## src/rtl/irq_arb_pkg.sv

```systemverilog
package irq_arb_pkg;

    // Register addresses seen on the bus port
    typedef enum logic [1:0] {
        ADDR_ENABLE = 2'd0,
        ADDR_FLAG   = 2'd1,
        ADDR_CTRL   = 2'd2,
        ADDR_SPARE  = 2'd3
    } reg_addr_e;

    // Position of the global enable inside the control register
    localparam int CTRL_GIE_BIT = 0;

endpackage

```

## src/rtl/irq_arb_flags.sv

```systemverilog
module irq_arb_flags #(
    parameter int NUM_SRC = 13
) (
    input  logic               clk_i,
    input  logic               rst_ni,
    input  logic [NUM_SRC-1:0] event_i,
    input  logic [NUM_SRC-1:0] w1c_i,
    input  logic [NUM_SRC-1:0] take_clr_i,
    output logic [NUM_SRC-1:0] flag_o
);

    typedef struct packed {
        logic [NUM_SRC-1:0] flag;
    } flag_state_t;

    flag_state_t state_d, state_q;

    // Clears first, then a new event sets the bit again (set wins)
    always_comb begin
        state_d      = state_q;
        state_d.flag = (state_q.flag & ~w1c_i & ~take_clr_i) | event_i;
    end

    always_ff @(posedge clk_i or negedge rst_ni) begin
        if (!rst_ni) begin
            state_q <= '0;
        end else begin
            state_q <= state_d;
        end
    end

    assign flag_o = state_q.flag;

    // every event is held in its flag after the edge that samples it
    p_event_latched_r2: assert property (@(posedge clk_i) disable iff (!rst_ni)
        (|event_i) |=> ((flag_o & $past(event_i)) == $past(event_i)));

    // a bus clear without a colliding event empties the flag
    p_w1c_clears_r3: assert property (@(posedge clk_i) disable iff (!rst_ni)
        (|(w1c_i & ~event_i)) |=> ((flag_o & $past(w1c_i & ~event_i)) == '0));

endmodule

```

## src/rtl/irq_arb_pick.sv

```systemverilog
module irq_arb_pick #(
    parameter int NUM_SRC = 13,
    parameter int IDX_W   = 4
) (
    input  logic [NUM_SRC-1:0] elig_i,
    output logic               any_o,
    output logic [NUM_SRC-1:0] grant_o,
    output logic [IDX_W-1:0]   idx_o
);

    // below[i] is 1 when some lower index is eligible
    logic [NUM_SRC:0] below;

    assign below[0] = 1'b0;

    for (genvar g = 0; g < NUM_SRC; g++) begin : g_chain
        assign grant_o[g]  = elig_i[g] & ~below[g];
        assign below[g+1]  = below[g] | elig_i[g];
    end

    assign any_o = below[NUM_SRC];

    // Encode the one-hot grant into an index
    always_comb begin
        idx_o = '0;
        for (int i = 0; i < NUM_SRC; i++) begin
            if (grant_o[i]) begin
                idx_o = idx_o | IDX_W'(i);
            end
        end
    end

endmodule

```

## src/rtl/irq_arb_regs.sv

```systemverilog
module irq_arb_regs
    import irq_arb_pkg::*;
#(
    parameter int NUM_SRC = 13,
    parameter int BUS_W   = 16
) (
    input  logic               clk_i,
    input  logic               rst_ni,
    input  logic               bus_sel_i,
    input  logic               bus_we_i,
    input  logic [1:0]         bus_addr_i,
    input  logic [BUS_W-1:0]   bus_wdata_i,
    input  logic [NUM_SRC-1:0] flag_i,
    input  logic               reti_i,
    input  logic               take_i,
    output logic [NUM_SRC-1:0] en_o,
    output logic               gie_o,
    output logic [NUM_SRC-1:0] w1c_o,
    output logic [BUS_W-1:0]   bus_rdata_o
);

    localparam logic [NUM_SRC-1:0] SRC0_MASK = {{(NUM_SRC-1){1'b0}}, 1'b1};

    typedef struct packed {
        logic [NUM_SRC-1:0] en;
        logic               gie;
    } reg_state_t;

    reg_state_t state_d, state_q;
    reg_addr_e  addr;
    logic       wr;
    logic       unused_wdata;

    assign addr         = reg_addr_e'(bus_addr_i);
    assign wr           = bus_sel_i & bus_we_i;
    assign unused_wdata = ^bus_wdata_i;

    always_comb begin
        state_d = state_q;
        w1c_o   = '0;
        // lowest precedence: return strobe
        if (reti_i) begin
            state_d.gie = 1'b1;
        end
        if (wr) begin
            unique case (addr)
                ADDR_ENABLE: state_d.en  = bus_wdata_i[NUM_SRC-1:0] & ~SRC0_MASK;
                ADDR_FLAG:   w1c_o       = bus_wdata_i[NUM_SRC-1:0];
                ADDR_CTRL:   state_d.gie = bus_wdata_i[CTRL_GIE_BIT];
                default:     ;
            endcase
        end
        // highest precedence: a take closes the global enable
        if (take_i) begin
            state_d.gie = 1'b0;
        end
    end

    always_ff @(posedge clk_i or negedge rst_ni) begin
        if (!rst_ni) begin
            state_q <= '0;
        end else begin
            state_q <= state_d;
        end
    end

    always_comb begin
        bus_rdata_o = '0;
        if (bus_sel_i) begin
            unique case (addr)
                ADDR_ENABLE: bus_rdata_o = BUS_W'(state_q.en);
                ADDR_FLAG:   bus_rdata_o = BUS_W'(flag_i);
                ADDR_CTRL:   bus_rdata_o = BUS_W'(state_q.gie) << CTRL_GIE_BIT;
                default:     bus_rdata_o = '0;
            endcase
        end
    end

    assign en_o  = state_q.en;
    assign gie_o = state_q.gie;

    // a return strobe with no competing write or take opens the global enable
    p_reti_sets_gie_r10: assert property (@(posedge clk_i) disable iff (!rst_ni)
        (reti_i && !take_i && !(wr && addr == ADDR_CTRL)) |=> gie_o);

    // bit 0 of the enable register never holds a 1
    p_en_bit0_r4: assert property (@(posedge clk_i) disable iff (!rst_ni)
        wr |=> !en_o[0]);

endmodule

```

## src/rtl/irq_vec_arbiter.sv

```systemverilog
module irq_vec_arbiter #(
    parameter  int NUM_SRC   = 13,
    parameter  int BUS_W     = 16,
    parameter  int VEC_SHIFT = 0,
    localparam int IDX_W     = (NUM_SRC > 1) ? $clog2(NUM_SRC) : 1,
    localparam int ADDR_W    = IDX_W + VEC_SHIFT
) (
    input  logic               clk_i,
    input  logic               rst_ni,
    input  logic [NUM_SRC-1:0] src_event_i,
    input  logic               reti_i,
    input  logic               bus_sel_i,
    input  logic               bus_we_i,
    input  logic [1:0]         bus_addr_i,
    input  logic [BUS_W-1:0]   bus_wdata_i,
    output logic [BUS_W-1:0]   bus_rdata_o,
    output logic               vec_take_o,
    output logic [ADDR_W-1:0]  vec_addr_o
);

    localparam logic [NUM_SRC-1:0] SRC0_MASK = {{(NUM_SRC-1){1'b0}}, 1'b1};

    typedef struct packed {
        logic             take;
        logic [IDX_W-1:0] idx;
    } out_state_t;

    logic [NUM_SRC-1:0] flag;
    logic [NUM_SRC-1:0] en;
    logic [NUM_SRC-1:0] w1c;
    logic [NUM_SRC-1:0] elig;
    logic [NUM_SRC-1:0] grant;
    logic [IDX_W-1:0]   win_idx;
    logic               any;
    logic               gie;
    out_state_t         out_d, out_q;

    irq_arb_flags #(
        .NUM_SRC (NUM_SRC)
    ) u_flags (
        .clk_i      (clk_i),
        .rst_ni     (rst_ni),
        .event_i    (src_event_i),
        .w1c_i      (w1c),
        .take_clr_i (grant),
        .flag_o     (flag)
    );

    irq_arb_regs #(
        .NUM_SRC (NUM_SRC),
        .BUS_W   (BUS_W)
    ) u_regs (
        .clk_i       (clk_i),
        .rst_ni      (rst_ni),
        .bus_sel_i   (bus_sel_i),
        .bus_we_i    (bus_we_i),
        .bus_addr_i  (bus_addr_i),
        .bus_wdata_i (bus_wdata_i),
        .flag_i      (flag),
        .reti_i      (reti_i),
        .take_i      (any),
        .en_o        (en),
        .gie_o       (gie),
        .w1c_o       (w1c),
        .bus_rdata_o (bus_rdata_o)
    );

    // Source 0 bypasses both enables; the rest need their bit and the global bit
    assign elig = flag & (en | SRC0_MASK) & ({NUM_SRC{gie}} | SRC0_MASK);

    irq_arb_pick #(
        .NUM_SRC (NUM_SRC),
        .IDX_W   (IDX_W)
    ) u_pick (
        .elig_i  (elig),
        .any_o   (any),
        .grant_o (grant),
        .idx_o   (win_idx)
    );

    always_comb begin
        out_d      = out_q;
        out_d.take = any;
        if (any) begin
            out_d.idx = win_idx;
        end
    end

    always_ff @(posedge clk_i or negedge rst_ni) begin
        if (!rst_ni) begin
            out_q <= '0;
        end else begin
            out_q <= out_d;
        end
    end

    assign vec_take_o = out_q.take;
    assign vec_addr_o = ADDR_W'(out_q.idx) << VEC_SHIFT;

    // with the global enable closed and no reset request, nothing is taken
    p_masked_no_take_r5: assert property (@(posedge clk_i) disable iff (!rst_ni)
        (!gie && !flag[0]) |=> !vec_take_o);

    // a pending reset source is taken on the next edge at index 0
    p_reset_source_r6: assert property (@(posedge clk_i) disable iff (!rst_ni)
        flag[0] |=> (vec_take_o && out_q.idx == '0));

    // at most one source is granted in a cycle
    p_single_grant_r7: assert property (@(posedge clk_i) disable iff (!rst_ni)
        $onehot0(grant));

    // the taken source had its flag pending
    p_taken_was_pending_r7: assert property (@(posedge clk_i) disable iff (!rst_ni)
        vec_take_o |-> (|($past(flag) & (SRC0_MASK << out_q.idx))));

    // a take leaves the global enable closed
    p_take_closes_gie_r8: assert property (@(posedge clk_i) disable iff (!rst_ni)
        vec_take_o |-> !gie);

    // the served flag survives only through a colliding event
    p_served_cleared_r8: assert property (@(posedge clk_i) disable iff (!rst_ni)
        vec_take_o |-> ((flag & (SRC0_MASK << out_q.idx))
                        == ($past(src_event_i) & (SRC0_MASK << out_q.idx))));

    // the vector address holds between takes
    p_addr_holds_r8: assert property (@(posedge clk_i) disable iff (!rst_ni)
        !vec_take_o |-> $stable(vec_addr_o));

endmodule

```

## config.mk

```make
export PLATFORM = sky130hd
export DESIGN_NAME = irq_vec_arbiter
export DESIGN_NICKNAME = d
export VERILOG_FILES = /design/src/rtl/irq_arb_pkg.sv /design/src/rtl/irq_arb_flags.sv /design/src/rtl/irq_arb_pick.sv /design/src/rtl/irq_arb_regs.sv /design/src/rtl/irq_vec_arbiter.sv
export SDC_FILE = /design/constraint.sdc
export NUM_CORES = 1
export LEC_CHECK = 0
export BUFFER_PORTS_ARGS = -buffer_cell sky130_fd_sc_hd__buf_2
export CORE_MARGIN = 4
export CORE_UTILIZATION = 50
export CTS_CLUSTER_DIAMETER = 30
export DETAILED_ROUTE_END_ITERATION = 12
export PLACE_DENSITY = 0.88
export REMOVE_ABC_BUFFERS = 1
export SETUP_SLACK_MARGIN = 0.05
export SLEW_MARGIN = 20
export SYNTH_ARGS = -nofsm -noshare
export SYNTH_HDL_FRONTEND = slang
export SYNTH_SLANG_ARGS = --single-unit
```

## constraint.sdc

```tcl
create_clock -name clk_i -period 1.8 [get_ports clk_i]
set_input_delay 0.36 -clock clk_i [delete_from_list [all_inputs] [get_ports clk_i]]
set_output_delay 0.36 -clock clk_i [all_outputs]
set_load 0.02 [all_outputs]
```

==> metrics, run 1 <==
Worst Path Required=around 2000 ps; Sink Count=31; Clock power frac=a little over a fifth; die width=roughly 68 um; I/O pin count=57; yosys warns=0; CP startpoint=u_flags.flag_o[3]; Die Span Y=67.5 um; hold slack=approximately 55 ps; critical path type=reg2reg; FF+latch count, synth=31; final wirelength=between 4 and 5 mm; initial antenna violation count=0; relative slew slack=53.3%; NetSw=657 uW; nature of the critical path endpoint=flop; CTS tree=yes; share of cells above drive strength 1=32.2%; Arrival @ worst endpoint=between 1500 and 2000 ps; Synth Cell Area=around 1800 um^2; CTS Buf Count=5; min-delay worst type=in2async; count of final hold-check violations=0; gr ovfl total=0; Max Cap Viol=0; drc violations=0; First-pass DRT Iterations=6; Reg clk slew, reported paths=about 100 ps; largest net degree at the start of global routing=32; 1st-iter DRT viols=between 70 and 80; n_diodes=0; post-synthesis sequential area ratio=a little over two fifths; Final GP Congestion=around 0.85; Fmax achieved=between 0.5 and 0.6 GHz; Logic pwr share=between 20% and 30%; type of origin of the critical path=flop; # setup viols final=0; area of the multi-input gates=between 900 and 1000 um^2; most common cell after layout, fill and taps aside=buf_2; Seq. cell area=a little under 800 um^2; Least-Margin Pin Slew=700 ps; DR vias=roughly 1500; Crit Path Max Fanout=5; post-synth cell types=44; Die Outline Area=about 4600 um^2; initial core utilization=52.3%; htree depth=2; Clock Tree Buf Depth=2; antenna-violating nets left=0; Layout Nets=roughly 260; clk_lat worst skew=340 ps; Post-CTS Hold Fix Bufs=0; Power Dens Cells=just under 900 nW/um^2; Core Area=approximately 3400 um^2; DP Wirelength=~3.2 mm; Tmin final=between 1500 and 2000 ps; via/cell ratio=about 5.6; Fill cells=306; status=finished clean; area growth from synthesis to layout=19.5%; routed len/inst=15.6 um; Tcrit/Tclk final=around 93%; Setup Skew=11.9 ps; Rows=21; internal power=between 1 and 1.5 mW; Sw Ratio=35.6%; total track usage=between 20% and 30%; RSZ-0062 raised after global routing=false; worst reg-to-reg path cell count=4; Setup WS post-layout=120 ps; Cells after Synth=173; worst r2r src=u_flags.flag_o[3]; post-place setup slack=~160 ps; syn_area_per_cell=10.2 um^2; leak pwr=0.952 nW; I/O Buffers=50; setup TNS=0 ps; Max VDD drop=around 0.56 mV; vias in the first global route=1480; most frequent cells in the layout=buf_2, dfrtp_1, nand2_1; Sequential Power Share=between 40 and 50%; CTS root buf=clkbuf_4; first-pass GRT wire length=~7.0 mm; max-slew violations=0
## per-layer routing
metal  vias to the layer above  global-route usage, %  part of all wire (%)
met2                        43                   35.0                    51
met5                         -                      0                     0
met1                       740                   25.3                    43
li1                        742                      -                     -
met4                         0                   5.57                  0.91
met3                         5                   5.82                   5.7
## Yosys cell counts (all sizes together)
cell type,instances,share of area [%]
a41oi,2,1.4
nor3b,1,0.42
a31o,10,4.9
mux2,12,7.6
nor2b,1,0.35
a41o,2,1.1
o2111ai,1,0.85
o21ai,2,0.56
and3,1,0.35
mux2i,12,6.8
and4,2,0.99
dfrtp,31,44
nand3,6,1.7
a21oi,3,0.85
clkbuf,2,0.42
a211oi,3,1.6
nand3b,1,0.42
nand2b,2,0.71
a21o,3,1.3
a31oi,2,1.1
and2,3,1.1
and2b,1,0.56
nor3,4,1.1
a222oi,2,1.1
nand2,24,5.1
or2,1,0.35
o211ai,1,0.42
nor2,15,3.2
a22oi,4,2.5
buf,10,4.0
a22o,2,0.99
a21boi,1,0.42
conb,1,0.21
a2bb2oi,1,0.49
nand4,2,0.71
o21a,1,0.42
inv,1,0.21
## final timing paths
| path | slack (ps) | end |
|---|---|---|
| worst max-delay path | 120 | u_flags.flag_o[11] |
| worst min-delay path | 60 | vec_addr_o[2] |
| worst max register to register | 120 | u_flags.flag_o[11] |
| worst min register to register | 510 | vec_addr_o[3] |
| max in group asynchronous | 1280 | u_regs.en_o[1] |
| min in group clk_i | 130 | u_flags.flag_o[0] |
## cell families (layout without fill, tap and decap cells)
family,count (synthesis),after routing,share of synthesized area [%]
mux,24,24,14.4
buf+inv,13,65,4.59
simple gates,64,64,17.0
flops,31,31,43.8
compound gates,40,40,20.0
other cells,1,3,0.212
## registers in the layout (all words and copies together) (netlist names)
register        flops
u_flags.flag_o     13
u_regs.en_o        12
vec_addr_o          4
vec_take_o          1
u_regs.gie_o        1
## timing repair
item,4_1_cts,5_1_grt
gates resized for setup,0,1
setup buffers,0,0
setup endpoints to repair,0,4
## cell type report
cell class / instances / share of cell area, %
Tap cell: 46 / 2.72
Clock inverter: 1 / 0.236
Clock buffer: 7 / 2.13
Multi-Input combinational cell: 131 / 43.6
Inverter: 1 / 0.177
Sequential cell: 31 / 36.6
Timing Repair Buffer: 56 / 14.5
## power groups by stage
stage	sequential [mW]	clock [mW]	combinational (mW)
after detailed placement	0.929	0	0.537
after CTS	0.915	0.401	0.540
after floorplan	0.932	0	0.328
after global routing	0.934	0.438	0.595
after global placement	0.924	0	0.519
final	0.916	0.391	0.538
## per-stage QoR
stage / cell area [um^2] / total power [mW] / utilization, % / instances
after global routing: 2120 / 1.97 / 62.5 / 273
after floorplan: 1700 / 1.26 / - / 163
final: 2120 / 1.85 / 62.5 / 273
after detailed placement: 2070 / 1.47 / 61.0 / 265
after CTS: 2120 / 1.86 / 62.5 / 273
after global placement: 2070 / 1.44 / 61.0 / 265
## critical path, cell delays in order, from the launching register on
cell and delay [ps]:
dfrtp_1 440, a22oi_2 300, and3_1 330, o2111ai_2 230
a31o_1 270
No activity file was read; power rests on OpenSTA's default activity.
==> inputs of run 2 (changes only) <==
- ABC_AREA: default -> 1
- CORE_UTILIZATION: 50 -> 53
- PLACE_DENSITY: 0.88 -> 0.89
- SYNTH_HIERARCHICAL: default -> 1
==> run 2 against run 1 <==
Effect of this change: the run now ends with negative setup slack left; fmax decreased by 9.6%; synthesized area increased by 22%; critical path depth increased by 10; clock power increased by 36%.
==> metrics, run 2 <==
relative slew slack=53.1%; Critical Path Slowest Stage Cell=dfrtp_1; CTS tree=yes; Worst Path Required=1980 ps; Max Cap Viol=0; drc violations=0; syn_area_per_cell=around 7.1 um^2; max-slew violations=0; RSZ-0062 raised after global routing=true; n_diodes=0; largest net degree at the start of global routing=32; cell count after placement=403; NetSw=about 800 uW; DP Area=2470 um^2; Rows=22; setup TNS=-59.2 ps; Arrival @ worst endpoint=roughly 2000 ps; yosys warns=6; Max VDD drop=0.447 mV; routed len/inst=around 13 um; Fill cells=311; total track usage=a little over a fifth; type of origin of the critical path=flop; antenna-violating nets left=0; post-place setup slack=-4.94 ps; CP startpoint=u_regs/gie_o; most used cell, CP=nand2_1; critical path's largest stage delay=about 380 ps; First-pass DRT Iterations=4; Final GP Congestion=0.895; Crit Path Max Fanout=6; worst r2r src=u_regs/gie_o; Tmin final=~1900 ps; via/cell ratio=between 5 and 6; Die Outline Area=between 5000 and 6000 um^2; status=finished with violations; Die Span Y=between 70 and 80 um; min-delay worst type=in2async; Post-CTS Hold Fix Bufs=0; Layout Nets=about 400; Core Area=about 3800 um^2; Power Dens Cells=just over 800 nW/um^2; Clock Tree Buf Depth=2; violated checks=negative setup slack; fin cells=417; most common cell after layout, fill and taps aside=nand2_1; Clock power frac=between 20 and 25%; nature of the critical path endpoint=flop; # setup viols final=1; initial core utilization=between 50% and 60%; final wirelength=approximately 5.6 mm; Logic pwr share=a little over a third; Non-Filler Cell Area, Final=~2700 um^2; count of final hold-check violations=0; first-pass GRT wire length=just under 9 mm; cells along the critical path=inv_2, nor2_1, inv_2, nand4_4, nor2_4, buf_6, nand2_8, nor2_4, nor2_2, nand2_1, nor2_1, nand2_1, nand2_1, nand2_1; I/O pin count=57; I/O Buffers=50; Sink Count=31; Tcrit/Tclk final=103%; 1st-iter DRT viols=between 150 and 200; Setup WS post-layout=-59.2 ps; CTS root buf=clkbuf_8; internal power=1.38 mW; Cells after Synth=303; leak pwr=between 1 and 1.5 nW; Synth Cell Area=roughly 2200 um^2; vias in the first global route=2024; Reg clk slew, reported paths=roughly 60 ps; Setup Skew=about 5.5 ps; number of flip-flops under the largest register name=13; Sw Ratio=between 30 and 40%; die width=about 70 um; flop-to-flop setup slack=-60 ps; initial antenna violation count=0; critical path type=reg2reg; DP Wirelength=around 3.7 mm; Fmax achieved=~0.54 GHz; worst reg-to-reg path cell count=14; CTS Buf Count=5; RR Endpoint=vec_addr_o[1]; hold slack=about 120 ps; share of cells above drive strength 1=between 30% and 40%; Sequential Power Share=between 30 and 40%; DR vias=~2100; most frequent cells in the layout=nand2_1, inv_1, buf_2; area growth from synthesis to layout=24.5%; htree depth=2; clk_lat worst skew=approximately 290 ps; gr ovfl total=0; Least-Margin Pin Slew=704 ps
## run 2: power groups by stage
stage	clock, mW	combinational [mW]	sequential, mW
2_1_floorplan	0	0.397	0.896
3_3_place_gp	0	0.629	0.868
3_5_place_dp	0	0.650	0.873
4_1_cts	0.543	0.681	0.860
5_1_grt	0.564	0.861	0.878
6_report	0.532	0.785	0.863
## run 2: through the flow
step | power (mW) | util [%]
after global placement | 1.50 | 65.2
final | 2.18 | 70.6
after floorplan | 1.29 | -
after detailed placement | 1.52 | 65.2
after global routing | 2.30 | 70.6
after CTS | 2.08 | 67.9
## run 2: critical path: cells and delay by family, from the launching register on
family / cells / cell delay [ps]
flip-flops: 1 / 380
AND/OR/NAND/NOR: 11 / 1080
buffers and inverters: 3 / 300
## run 2: area by class of cell
| class | instances | area, um^2 | area share, % |
|---|---|---|---|
| multi-input cells | 186 | 1070 | 39.7 |
| flip-flops and latches | 31 | 776 | 28.9 |
| repair buffers | 68 | 413 | 15.4 |
| inverters | 76 | 287 | 10.7 |
| clock buffers | 7 | 76.3 | 2.85 |
| well taps | 48 | 60.1 | 2.24 |
| clock inverters | 1 | 5.00 | 0.187 |
## run 2: repair_timing
action,in CTS,in global routing
endpoints found under the setup margin,6,10
resized for setup,1,25
buffers inserted,3,3
pin swaps,1,8
## run 2: worst max-delay path by stage
| stage | endpoint | slack, ps | cells after the start |
|---|---|---|---|
| after floorplan | vec_addr_o[0] | 50 | 11 |
| after global placement | vec_addr_o[0] | 20 | 11 |
| after detailed placement | vec_addr_o[0] | -5 | 11 |
| after CTS | u_flags/flag_o[12] | 60 | 13 |
| after global routing | vec_addr_o[1] | -260 | 13 |
| final | vec_addr_o[1] | -60 | 14 |
## run 2: metal layers
layer	wire length [um]	GRT usage, %	vias to the layer above	share of wire [%]
li1	-	-	1038	-
met1	2170	25.0	972	39
met3	398	3.23	10	7.1
met4	95	8.77	0	1.7
met5	0	0	-	0
met2	2930	38.1	88	52
==> inputs of run 3 (changes only) <==
==> constraint.sdc (replaced) <==
create_clock -name clk_i -period 1.8 [get_ports clk_i]
set_input_delay 0.18 -clock clk_i [delete_from_list [all_inputs] [get_ports clk_i]]
set_output_delay 0.18 -clock clk_i [all_outputs]
set_load 0.02 [all_outputs]
==> run 3 against run 2 <==
Effect of this change: critical path depth down 2; highest routed layer unchanged; count of clock-buffer cells in the layout is 1 lower; wire length is 10% lower; fmax increased by 4.5%; worst hold slack worse by 39 ps; the flow now finishes without violations; total power shrank 4.8%; via count down 5.7%; register-to-register slack better by 80 ps; sequential cell count stayed put.
==> metrics, run 3 (synthesis results as in run 2) <==
DP Wirelength=about 3.6 mm; htree depth=2; DR vias=around 2000; WL met2=about 2.5 mm; Final GP Congestion=0.878; Die Span Y=71.8 um; min-delay worst type=in2reg; RSZ-0062 raised after global routing=true; first-pass GRT wire length=~8.4 mm; Least-Margin Pin Slew=a little over 700 ps; drc violations=0; critical path type=reg2reg; # setup viols final=0; vias in the first global route=2016; hold depth=3; CTS tree=yes; Rows=22; worst reg-to-reg path cell count=12; total track usage=20.8%; type of origin of the critical path=flop; max-slew violations=0; I/O pin count=57; Tcrit/Tclk final=roughly 99%; Worst Path Required=between 2000 and 2500 ps; nature of the critical path endpoint=flop; Sink Count=31; flop-to-flop setup slack=roughly 21 ps; 1st-iter DRT viols=84; Die Outline Area=just over 5000 um^2; count of final hold-check violations=0; Core Area=between 3000 and 4000 um^2; First-pass DRT Iterations=4; Fmax achieved=0.562 GHz; CTS Buf Count=5; worst r2r src=u_regs/gie_o; most used cell, CP=nor2_4; Max Used Layer=met4; Hold Crit Endpoint=u_flags/flag_o[6]; die width=between 70 and 80 um; cells along the critical path=inv_2, nor2_4, nor2_4, nand4_4, nor2_4, nand4_4, nor2_4, nand4_1, buf_6, inv_1, nand2_1, nor2_1; status=finished clean; via/cell ratio=4.85; final wirelength=just over 5 mm; fin cells=410; Crit Path Max Fanout=7; relative slew slack=between 50% and 60%; area growth from synthesis to layout=21.0%; routed len/inst=about 12 um; I/O Buffers=50; cell count after placement=399; met3 routed WL=between 300 and 400 um; CTS root buf=clkbuf_8; clk_lat worst skew=~280 ps; wl on met1=2.09 mm; n_diodes=0; Reg clk slew, reported paths=60 ps; utilization after layout=68.6%; leak pwr=~1.3 nW; critical path's largest stage delay=about 400 ps; Layout Nets=399; Fill cells=326; largest net degree at the start of global routing=32; most frequent cells in the layout=nand2_1, inv_1, buf_2; Max Cap Viol=0; initial core utilization=a little under three fifths; Clock Tree Buf Depth=2; Max VDD drop=approximately 0.45 mV; Tmin final=around 1800 ps; Setup Skew=roughly 4.4 ps; share of cells above drive strength 1=33.4%; Arrival @ worst endpoint=around 2000 ps; initial antenna violation count=0; number of flip-flops under the largest register name=13; antenna-violating nets left=0; RR Endpoint=u_regs/gie_o; Power Dens Cells=around 800 nW/um^2; most common cell after layout, fill and taps aside=nand2_1; hold path startpoint=src_event_i[6]; gr ovfl total=0; Critical Path Slowest Stage Cell=dfrtp_1
run 3: cell types whose count changed in the layout (fill, tap and decap cells not counted), moves of 2 or more:
cell	change
buf_4	-3
inv_1	+3
nor2_1	+2
nor2_2	-3
buf_6	-2
inv_2	-5
run 3: worst max path at each step:
stage,start,endpoint,slack (ps),cells past startpoint
5_1_grt,u_regs/gie_o,vec_addr_o[2],-100,12
3_3_place_gp,u_regs/gie_o,vec_addr_o[0],40,11
3_5_place_dp,u_regs/gie_o,vec_addr_o[1],-10,11
6_report,u_regs/gie_o,u_regs/gie_o,20,12
2_1_floorplan,u_regs/gie_o,vec_addr_o[0],50,11
4_1_cts,u_regs/gie_o,u_flags/flag_o[12],60,13
run 3: cell type report:
class,instances,area [um^2],share of cell area [%]
Clock buffer,6,72.6,2.78
Timing Repair Buffer,63,358,13.7
Sequential cell,31,776,29.8
Inverter,76,289,11.1
Tap cell,48,60.1,2.30
Multi-Input combinational cell,186,1050,40.3
run 3: layer usage:
metal	vias to the layer above	global-route usage [%]
li1	1028	-
met1	893	23.8
met2	55	36.3
met3	11	5.47
met4	0	8.56
met5	-	0
run 3: critical path, delay by kind of cell, from the launching register on:
kind,cells,cell delay [ps]
buffers and inverters,3,350
flip-flops,1,390
AND/OR/NAND/NOR,9,960
run 3: what timing repair did:
item	4_1_cts	5_1_grt
setup buffers	2	2
endpoints found under the setup margin	6	9
hold buffers	1	0
gates resized for setup	1	16
hold endpoints to repair	31	0
pin swaps	1	7
run 3: per-stage QoR:
stage | instance area, um^2 | setup TNS, ps | worst slack (ps) | hold slack (ps) | power (mW)
after floorplan | 2060 | 0 | 51.5 | -116 | 1.29
after global placement | 2430 | 0 | 40.0 | 262 | 1.48
after detailed placement | 2430 | -26.8 | -10.1 | 272 | 1.51
after CTS | 2530 | 0 | 59.3 | 73.6 | 2.02
after global routing | 2610 | -746 | -104 | 90.2 | 2.22
final | 2610 | 0 | 21.1 | 78.2 | 2.07
run 3: report_power, final:
part           internal (mW)  switching, mW
registers              0.795         0.0661
logic                  0.278          0.443
clock network          0.257          0.235
total                   1.33          0.745
